--- src/rtl/otp_pkg.sv ---
package otp_pkg;
    typedef enum logic [1:0] {
        OP_READ = 2'd0,
        OP_PROG = 2'd1,
        OP_LOCK = 2'd2,
        OP_NOP  = 2'd3
    } op_e;

    typedef enum logic [1:0] {
        TGT_NONE,
        TGT_LOCK0,
        TGT_LOCK1,
        TGT_DATA
    } tgt_e;

    typedef enum logic {
        ST_IDLE,
        ST_EXEC
    } state_e;
endpackage

--- src/rtl/otp_decode.sv ---
module otp_decode
    import otp_pkg::*;
#(
    parameter int ADDR_W = 9,
    parameter int BASE   = 128,
    parameter int WPR    = 8,
    parameter int N_USER = 16,
    parameter int IDX_W  = 8,
    parameter int GRD_W  = 5
) (
    input  logic [ADDR_W-1:0] addr,
    output tgt_e              tgt,
    output logic [IDX_W-1:0]  idx,
    output logic [GRD_W-1:0]  guard
);
    localparam int REG0_LO  = BASE + 1;
    localparam int LOCK1_A  = REG0_LO + WPR;
    localparam int USER_LO  = LOCK1_A + 1;
    localparam int USER_HI  = USER_LO + N_USER * WPR - 1;

    always_comb begin
        int a;
        a     = int'(addr);
        tgt   = TGT_NONE;
        idx   = '0;
        guard = '0;
        if (a == BASE) begin
            tgt = TGT_LOCK0;
        end else if (a == LOCK1_A) begin
            tgt = TGT_LOCK1;
        end else if (a >= REG0_LO && a < LOCK1_A) begin
            tgt   = TGT_DATA;
            idx   = IDX_W'(a - REG0_LO);
            guard = ((a - REG0_LO) < WPR / 2) ? GRD_W'(0) : GRD_W'(1);
        end else if (a >= USER_LO && a <= USER_HI) begin
            tgt   = TGT_DATA;
            idx   = IDX_W'(WPR + a - USER_LO);
            guard = GRD_W'(2 + (a - USER_LO) / WPR);
        end
    end
endmodule

--- src/rtl/otp_store.sv ---
module otp_store #(
    parameter int                         WORD_W     = 16,
    parameter int                         N_WORDS    = 136,
    parameter int                         IDX_W      = 8,
    parameter int                         FACT_WORDS = 4,
    parameter logic [FACT_WORDS*WORD_W-1:0] FACTORY_ID = '0
) (
    input  logic              clk,
    input  logic              rst_n,
    input  logic              wr_en,
    input  logic [IDX_W-1:0]  wr_idx,
    input  logic [WORD_W-1:0] wr_data,
    input  logic              lk0_en,
    input  logic              lk1_en,
    input  logic [IDX_W-1:0]  rd_idx,
    output logic [WORD_W-1:0] rd_word,
    output logic [WORD_W-1:0] lock0_q,
    output logic [WORD_W-1:0] lock1_q
);
    logic [WORD_W-1:0] words [N_WORDS];

    for (genvar g = 0; g < N_WORDS; g++) begin : g_word
        logic [WORD_W-1:0] q;
        logic              hit;
        assign hit = wr_en && (wr_idx == IDX_W'(g));
        if (g < FACT_WORDS) begin : g_fact
            always_ff @(posedge clk or negedge rst_n) begin
                if (!rst_n)   q <= FACTORY_ID[g*WORD_W +: WORD_W];
                else if (hit) q <= q & wr_data;
            end
        end else begin : g_user
            always_ff @(posedge clk or negedge rst_n) begin
                if (!rst_n)   q <= '1;
                else if (hit) q <= q & wr_data;
            end
        end
        assign words[g] = q;
    end

    assign rd_word = words[rd_idx];

    always_ff @(posedge clk or negedge rst_n) begin
        if (!rst_n) begin
            lock0_q <= {{(WORD_W-1){1'b1}}, 1'b0};
            lock1_q <= '1;
        end else begin
            if (lk0_en) lock0_q <= lock0_q & wr_data;
            if (lk1_en) lock1_q <= lock1_q & wr_data;
        end
    end
endmodule

--- src/rtl/otp_guard.sv ---
module otp_guard
    import otp_pkg::*;
#(
    parameter int          WORD_W     = 16,
    parameter int          ADDR_W     = 9,
    parameter int          N_USER     = 16,
    parameter int          WPR        = 8,
    parameter int          BASE       = 128,
    parameter logic [63:0] FACTORY_ID = 64'h0123_4567_89AB_CDEF
) (
    input  logic              clk,
    input  logic              rst_n,
    input  logic              req_valid,
    input  logic [1:0]        req_op,
    input  logic [ADDR_W-1:0] req_addr,
    input  logic [WORD_W-1:0] req_wdata,
    input  logic              clr_status,
    output logic              busy,
    output logic              done,
    output logic [WORD_W-1:0] rd_data,
    output logic              err_prog,
    output logic              err_lock
);
    localparam int N_WORDS    = (N_USER + 1) * WPR;
    localparam int IDX_W      = $clog2(N_WORDS);
    localparam int GRD_W      = $clog2(N_USER + 2);
    localparam int FACT_WORDS = WPR / 2;

    state_e            state_q, state_d;
    op_e               op_q;
    logic [ADDR_W-1:0] addr_q;
    logic [WORD_W-1:0] wdata_q;

    tgt_e              tgt;
    logic [IDX_W-1:0]  idx;
    logic [GRD_W-1:0]  guard;
    logic [WORD_W-1:0] rd_word, lock0_q, lock1_q;
    logic [N_USER+1:0] lockvec;
    logic              exec, locked, wr_en, lk0_en, lk1_en;
    logic              set_perr, set_lerr;
    logic [WORD_W-1:0] rd_next;

    otp_decode #(
        .ADDR_W(ADDR_W), .BASE(BASE), .WPR(WPR), .N_USER(N_USER),
        .IDX_W(IDX_W), .GRD_W(GRD_W)
    ) i_decode (
        .addr(addr_q), .tgt(tgt), .idx(idx), .guard(guard)
    );

    otp_store #(
        .WORD_W(WORD_W), .N_WORDS(N_WORDS), .IDX_W(IDX_W),
        .FACT_WORDS(FACT_WORDS),
        .FACTORY_ID(FACTORY_ID[FACT_WORDS*WORD_W-1:0])
    ) i_store (
        .clk(clk), .rst_n(rst_n),
        .wr_en(wr_en), .wr_idx(idx), .wr_data(wdata_q),
        .lk0_en(lk0_en), .lk1_en(lk1_en),
        .rd_idx(idx), .rd_word(rd_word),
        .lock0_q(lock0_q), .lock1_q(lock1_q)
    );

    // Next-state logic
    always_comb begin
        state_d = state_q;
        unique case (state_q)
            ST_IDLE: if (req_valid) state_d = ST_EXEC;
            ST_EXEC: state_d = ST_IDLE;
        endcase
    end

    // State register
    always_ff @(posedge clk or negedge rst_n) begin
        if (!rst_n) state_q <= ST_IDLE;
        else        state_q <= state_d;
    end

    // Request latch, loaded only when a request is accepted
    always_ff @(posedge clk or negedge rst_n) begin
        if (!rst_n) begin
            op_q    <= OP_NOP;
            addr_q  <= '0;
            wdata_q <= '0;
        end else if (state_q == ST_IDLE && req_valid) begin
            op_q    <= op_e'(req_op);
            addr_q  <= req_addr;
            wdata_q <= req_wdata;
        end
    end

    assign exec    = (state_q == ST_EXEC);
    assign busy    = exec;
    assign lockvec = {lock1_q[N_USER-1:0], lock0_q[1:0]};
    assign locked  = ~lockvec[guard];
    assign wr_en   = exec && op_q == OP_PROG && tgt == TGT_DATA && !locked;
    assign lk0_en  = exec && op_q == OP_LOCK && tgt == TGT_LOCK0;
    assign lk1_en  = exec && op_q == OP_LOCK && tgt == TGT_LOCK1;

    // Result of the executing request
    always_comb begin
        set_perr = 1'b0;
        set_lerr = 1'b0;
        rd_next  = rd_data;
        if (exec) begin
            unique case (op_q)
                OP_READ: begin
                    unique case (tgt)
                        TGT_DATA:  rd_next = rd_word;
                        TGT_LOCK0: rd_next = lock0_q;
                        TGT_LOCK1: rd_next = lock1_q;
                        TGT_NONE:  rd_next = '1;
                    endcase
                end
                OP_PROG: begin
                    if (tgt != TGT_DATA) begin
                        set_perr = 1'b1;
                    end else if (locked) begin
                        set_perr = 1'b1;
                        set_lerr = 1'b1;
                    end
                end
                OP_LOCK: set_perr = !(tgt == TGT_LOCK0 || tgt == TGT_LOCK1);
                OP_NOP:  ;
            endcase
        end
    end

    // Output register
    always_ff @(posedge clk or negedge rst_n) begin
        if (!rst_n) begin
            done     <= 1'b0;
            rd_data  <= '1;
            err_prog <= 1'b0;
            err_lock <= 1'b0;
        end else begin
            done     <= exec;
            rd_data  <= rd_next;
            err_prog <= (err_prog & ~clr_status) | set_perr;
            err_lock <= (err_lock & ~clr_status) | set_lerr;
        end
    end
endmodule

--- config.mk ---
export PLATFORM = sky130hd
export DESIGN_NAME = otp_guard
export DESIGN_NICKNAME = d
export VERILOG_FILES = /design/src/rtl/otp_pkg.sv /design/src/rtl/otp_decode.sv /design/src/rtl/otp_store.sv /design/src/rtl/otp_guard.sv
export SDC_FILE = /design/constraint.sdc
export NUM_CORES = 2
export LEC_CHECK = 0
export ABC_CLOCK_PERIOD_IN_PS = 4700
export BUFFER_PORTS_ARGS = -buffer_cell sky130_fd_sc_hd__buf_4
export CAP_MARGIN = 5
export CORE_ASPECT_RATIO = 1.75
export CORE_MARGIN = 3
export CORE_UTILIZATION = 50
export CTS_BUF_LIST = sky130_fd_sc_hd__clkbuf_8 sky130_fd_sc_hd__clkbuf_16
export CTS_CLUSTER_SIZE = 40
export DETAILED_ROUTE_END_ITERATION = 8
export PLACE_DENSITY = 0.72
export SYNTH_ARGS = -nofsm -noshare
export SYNTH_HDL_FRONTEND = slang
export SYNTH_SLANG_ARGS = --single-unit
--- constraint.sdc ---
create_clock -name clk -period 4.7 [get_ports clk]
set_input_delay 0.94 -clock clk [delete_from_list [all_inputs] [get_ports clk]]
set_output_delay 0.94 -clock clk [all_outputs]
set_load 0.1 [all_outputs]
* Yosys cells after proc, flatten, opt, wreduce, memory -nomap -nowiden
Cells that the tools add are included.
** Cells by class
- Add/subtract/negate cells :: 6
- Magnitude comparators :: 7
- Equal/unequal tests :: 143
- Muxes and demuxes :: 28
- Bitwise gates (word level) :: 146
- Reduce and logical (&&, ||, !) cells :: 152
** Operators with widths (number)
- $and 16x16->16 :: 138
- $eq 8x7->1 const B :: 64
- $eq 8x6->1 const B :: 32
- $logic_and 1x1->1 :: 145
- $bmux 16 s8 :: 1
- $eq 8x5->1 const B :: 16
- $eq 8x4->1 const B :: 8
- $eq 8x8->1 const B :: 8
- $pmux 16 s4 :: 1
- $eq 8x3->1 const B :: 4
- $lt 32x4->1 const B :: 1
- $mux 16 :: 2
- $mux 8 :: 4
- $mux 5 :: 4
- $sub 9x8->10 const B :: 2
- $eq 9x9->1 const B :: 2
- $ge 9x8->1 const B :: 2
- $eq 8x2->1 const B :: 2
- $ge 9x9->1 const B :: 1
- $le 9x9->1 const B :: 1
- $lt 9x8->1 const B :: 1
- $mux 1 :: 9
- $not 8->9 :: 1
- $add 4x8->8 const A :: 1
- 20 further kinds :: 32
** Word-level totals
- Register bits after elaboration :: 2255
- Bits of input ports :: 31
- Output and inout port bits :: 20
- Word-level logic and storage cells :: 628

* Logic depth before layout (Yosys ltp)
- Depth after elaboration :: 16
- Gate-level depth with buffers :: 22
- Gate-level depth less buffers :: 18

* Cells and area by module
A second synthesis with hierarchy kept.
** Second synthesis, totals
- Cells, all modules :: 6798
- Area total of the unflattened synthesis :: 98076.6 sq um
** Modules (own cells, without submodules)
- otp_store :: times used 1, cells each 6468, area each 94908.5 sq um, sequential area each 57974.4 sq um
- otp_guard :: times used 1, cells each 215, area each 2373.5 sq um, sequential area each 1198.6 sq um
- otp_decode :: times used 1, cells each 115, area each 794.5 sq um, sequential area each 0.0 sq um

* Least setup slack after synthesis
OpenSTA, ideal clock, no wires.
- Path kind :: reg-to-reg
- From :: register addr_q[6]
- To :: register i_store.g_word[128].q[0]
- Library setup time :: 0.073 ns
- Arrival time :: 3.845 ns
- Required time :: 4.627 ns
- Slack :: 0.782 ns
- Cell stages (with the launch flop) :: 19
- Path buffers :: 5
- Period minus slack after synthesis :: 3.918 ns
- Cell sequence :: dfrtp_1 -> buf_2 -> or3_1 -> nor2_1 -> nor2_1 -> a211oi_1 -> ha_1 -> inv_1 -> ha_1 -> nand2b_1 -> mux4_2 -> mux2_2 -> a211oi_1 -> buf_4 -> nor2_1 -> buf_6 -> buf_4 -> buf_6 -> a21boi_1
** Between the ends
- Word-level cells in the longest chain between the ends :: 12
- Elaborated cells on any way between the ends :: 36
- Classes of those cells :: add/sub: 6; order compare: 5; eq/ne: 4; mux: 15; bitwise: 1; reduce/logical: 5
** RTL lines
- start: declaration :: line otp_guard.sv:31 : logic [ADDR_W-1:0] addr_q;
- start signal: assignment :: line otp_guard.sv:85 : addr_q <= req_addr;
- $sub 9x8->10 :: line otp_decode.sv:38 : guard = GRD_W'(2 + (a - USER_LO) / WPR);
- $and 1x1->1 (no source line)
- $add 5x1->5 (no source line)
- $add 3x5->5 :: line otp_decode.sv:38
- $mux 5 :: line otp_decode.sv:35 : end else if (a >= USER_LO && a <= USER_HI) begin
- $mux 5 :: line otp_decode.sv:31 : end else if (a >= REG0_LO && a < LOCK1_A) begin
- $mux 5 :: line otp_decode.sv:29 : end else if (a == LOCK1_A) begin
- $mux 5 :: line otp_decode.sv:27 : if (a == BASE) begin
- $bmux 1 s5 :: line otp_guard.sv:93 : assign locked = ~lockvec[guard];
- $mux 1 (not written as such) :: line otp_guard.sv:93
- $logic_and 1x1->1 :: line otp_guard.sv:94 : assign wr_en = exec && op_q == OP_PROG && tgt == TGT_DATA && !locked;
- $logic_and 1x1->1 * :: line otp_store.sv:25 : assign hit = wr_en && (wr_idx == IDX_W'(g));
- end signal: assignment :: line otp_store.sv:34 : else if (hit) q <= q & wr_data;
- end: declaration :: line otp_store.sv:23 : logic [WORD_W-1:0] q;
Every way passes the cells marked *; elsewhere a longest branch is shown, timed or not. The select of a mux whose other input is x is not followed.
A chain may end at the register's enable or synchronous reset.

* Worst setup path in the final report
- From :: register addr_q[6]
- To :: register rd_data[1]
** Between the ends
- Word-level cells in the longest chain between the ends :: 11
- Elaborated cells on any way between the ends :: 28
- Classes of those cells :: add/sub: 3; order compare: 4; eq/ne: 5; mux: 12; bitwise: 1; reduce/logical: 3
** RTL lines
- $add 4x8->8, or another cell as far along :: line otp_decode.sv:37 : idx = IDX_W'(WPR + a - USER_LO);
- $sub 8x8->8 / $logic_and 1x1->1 (equally long branches) :: line otp_decode.sv:37, otp_decode.sv:35
- $mux 8 :: line otp_decode.sv:35
- $mux 8 :: line otp_decode.sv:31
- $mux 8 :: line otp_decode.sv:29
- $mux 8 :: line otp_decode.sv:27
- $not 8->9 (not written as such) :: line otp_store.sv:40 : assign rd_word = words[rd_idx];
- $bmux 16 s8 :: line otp_store.sv:40
- $mux 16 (not written as such) (2 in series) :: line otp_store.sv:40
- $pmux 16 s4 * :: line otp_guard.sv:106 : unique case (tgt)
- end signal: assignment :: line otp_guard.sv:136 : rd_data <= rd_next;
- end: declaration :: line otp_guard.sv:20 : output logic [WORD_W-1:0] rd_data,
Marks and branches as above.

==> flow_metrics.env <==
export IMPL_status="completed"
export IMPL_drive_gt1_share_pct=40.2
export IMPL_placedInstanceArea_um2=100000
export IMPL_crit_type="register to register"
export IMPL_netlist_area_um2=94000
export IMPL_max_cap_viol_count=0
export IMPL_cp_slowest_stage_delay_ns=0.40
export IMPL_ys_types=76
export IMPL_synth_edff_count=0
export IMPL_finClkSkew_ns=0.0418
export IMPL_coreArea_um2=187000
export IMPL_grt_pass1_wl_um=458000
export IMPL_stdcell_area_um2=107000
export IMPL_vias=68792
export IMPL_period_minus_slack_ns=4.67
export IMPL_yosysWarnings=0
export IMPL_cp_cell_sequence="buf_4 > nor3_2 > buf_4 > o311a_1 > nand2_2 > buf_4 > o32ai_4 > buf_12 > buf_12 > buf_4 > a22oi_1 > a21oi_1 > nor4_1 > a22oi_1 > nand3_1 > a21oi_1 > mux2_2"
export IMPL_ir_drop_uv=285
export IMPL_synth_cells=7551
export IMPL_cts_hold_buf=0
export IMPL_cts_buffer_depth=4
export IMPL_netlist_top_cell_by_area="dfstp_2"
export IMPL_syn_area_per_cell_um2=12.5
export IMPL_crit_slowest_cell="o32ai_4"
export IMPL_post_route_drc_count=0
export IMPL_clock_tree_root_cell="clkbuf_16"
export IMPL_ys_ff_latch=2255
export IMPL_reg2reg_depth=17
export IMPL_slew_viol_final=0
export IMPL_path_buf_inv=6
export IMPL_cp_top_family="compound AO/OA/AOI/OAI gates"
export IMPL_relSlewSlack_pct=15.3
export IMPL_first_iter_violations=7087
export IMPL_synth_top_area_share_pct=61.3
export IMPL_viasPerCell=6.72
export IMPL_worst_pin_slew_ns=1.27
export IMPL_synth_fp_nets=7592
export IMPL_crit_path_start="addr_q[6]"
export IMPL_worstPathRequired_ns=5.48
export IMPL_synth_seq_area_share_pct=62.9
export IMPL_io_buffers=50
export IMPL_dp_hpwl_um=188000
export IMPL_cp_num_cells=17
export IMPL_yosysMostFrequentCell="dfstp_2"
export IMPL_overflow=0
export IMPL_reg2reg_slack_ns=0.03
export IMPL_hp_class="primary input to async pin"
export IMPL_antenna_found_initial=11
export IMPL_dieArea_um2=194000
export IMPL_clock_sinks=2255
export IMPL_cts_max_level=4
export IMPL_fmax_mhz=214
export IMPL_avgRoutedWirePerCell_um=29.6
export IMPL_rsz0062_at_grt="true"
export IMPL_rows=210
export IMPL_grt_usage_pct=30.7
export IMPL_start_kind="register"
export IMPL_power_leakage_nw=37.3
export IMPL_crit_top_cell="buf_4"
export IMPL_setup_viol=0
export IMPL_worstSetupEndpoint="rd_data[1]"
export IMPL_cp_max_fo=57
export IMPL_netlist_top_cells_count="dfstp_2, a21boi_0, a22oi_1"
export IMPL_cts_clk_slew_worst_paths_ns=0.07
export IMPL_cts_buffers=192
export IMPL_die_w_um=334
export IMPL_tritoncts="done"
export IMPL_first_pass_iters=6
export IMPL_clock_latency_ns=0.84
export IMPL_cp_arrival_ns=5.45
export IMPL_ios=51
export IMPL_synth_area_top_cells="dfstp_2, a21boi_0, a22oi_1"
export IMPL_reg2reg_from="addr_q[6]"
export IMPL_route_antenna_remaining_nets=0
export IMPL_die_height_um=580
export IMPL_utilization_pct=57.0
export IMPL_wirelength_um=303000
export IMPL_r2r_end="rd_data[1]"
export IMPL_end_kind="register"
export IMPL_period_share_pct=99.3
export IMPL_grt_max_degree=180
export IMPL_hold_viol=0
export IMPL_ys_flop_type="dfstp_2"
export IMPL_place_congestion=0.901
export IMPL_syn_to_final_growth_pct=13.5
export IMPL_grt_pass1_vias=70444
export IMPL_nFillCells=14840
export IMPL_async_reset_ff_share_pct=100
export IMPL_initial_core_util_pct=50.3
export IMPL_final_nets=7687
export IMPL_power_density_nw_per_um2=380
## through the flow
stage          setup TNS (ns)  hold slack (ns)  worst slack [ns]  power (mW)  std cells
3_3_place_gp           -52.05            0.445            -0.563        24.3       9873
5_1_grt                -0.131            0.224           -0.0259        41.5      10230
6_report                    0            0.214            0.0316        40.6      10232
4_1_cts                     0            0.209           0.00770        40.5      10216
2_1_floorplan               0            0.441             0.782        22.0       7551
3_5_place_dp           -52.49            0.448            -0.512        24.3       9873
## layer usage
layer	global-route usage (%)	routed length, µm	share of wire (%)
met1	38.5	112000	37
met2	49.4	145000	48
met3	5.34	23200	7.7
met4	19.5	22500	7.4
met5	0	148	0.049
## placed cells by master, fill, tap and decap left out, types with 28 or more instances in the layout
| master | instances |
|---|---|
| o21ai_0 | 34 |
| dfrtp_1 | 61 |
| nor2_1 | 300 |
| nor4_1 | 68 |
| dfstp_2 | 2193 |
| nand3_1 | 70 |
| clkbuf_8 | 29 |
| nand2_1 | 50 |
| o22ai_1 | 91 |
| inv_1 | 53 |
| buf_4 | 396 |
| o21a_1 | 33 |
| a21boi_1 | 418 |
| clkbuf_16 | 196 |
| a21boi_0 | 1760 |
| a22oi_1 | 1033 |
| a21oi_1 | 485 |
| nor3_1 | 43 |
| buf_12 | 116 |
| o41ai_1 | 28 |
| clkinv_2 | 41 |
## what timing repair did
action / CTS / global route
pin swaps: 1 / 9
gates cloned: 1 / 2
hold endpoints to repair: 0 / 0
endpoints found under the setup margin: 314 / 1932
setup buffers: 4 / 10
resized for setup: 17 / 42
## cells by family (layout without fill, tap and decap cells)
family / Yosys count / count (layout) / synth area share [%]
buffers and inverters: 635 / 873 / 2.89
other: 0 / 4 / 0
muxes: 35 / 35 / 0.450
xor gates and xnor gates: 13 / 13 / 0.121
DFF: 2255 / 2255 / 62.9
and+or+nand+nor: 621 / 621 / 3.00
adders and majority gates: 10 / 10 / 0.133
AOI/OAI and AO/OA: 3982 / 3983 / 30.5
## worst reg2reg max path, cell delays in order (launching register included)
cell and delay (ns):
dfrtp_1 0.38, buf_4 0.17, nor3_2 0.35, buf_4 0.22, o311a_1 0.27, nand2_2 0.16, buf_4 0.22, o32ai_4 0.40
buf_12 0.33, buf_12 0.37, buf_4 0.34, a22oi_1 0.09, a21oi_1 0.29, nor4_1 0.10, a22oi_1 0.25, nand3_1 0.21
a21oi_1 0.27, mux2_2 0.20
## area by class of cell
class                   count  area (µm²)  share of cell area (%)
clock inverters           115        1010                   0.946
clock buffers             223        5250                    4.92
flip-flops and latches   2255       59200                    55.5
repair buffers            521        5480                    5.13
multi-input cells        4662       32700                    30.6
inverters                  14        52.6                  0.0493
diodes                      4        10.0                 0.00938
well taps                2438        3050                    2.86
## report_power, final
part | total, mW | switching, mW | internal, mW
Clock | 16.2 | 7.33 | 8.91
Combinational | 4.45 | 3.46 | 0.988
Sequential | 19.9 | 0.238 | 19.6
## registers in the layout (all words and copies together), names as in the netlist, 2 cells and up
name,cells
i_store.lock1_q,16
wdata_q,16
rd_data,16
op_q,2
addr_q,9
i_store.g_word.q,2176
i_store.lock0_q,16
## how the worst min path moves through the flow
stage | from | endpoint | slack, ns | depth (start not counted)
floorplan | i_store.lock0_q[10] | i_store.lock0_q[10] | 0.44 | 1
global route | rst_n | err_lock | 0.22 | 1
CTS | rst_n | busy | 0.21 | 1
global placement | i_store.lock0_q[14] | i_store.lock0_q[14] | 0.45 | 1
detailed placement | i_store.lock0_q[2] | i_store.lock0_q[2] | 0.45 | 1
finish | rst_n | err_lock | 0.21 | 1
Power figures use the tool's default switching activity.
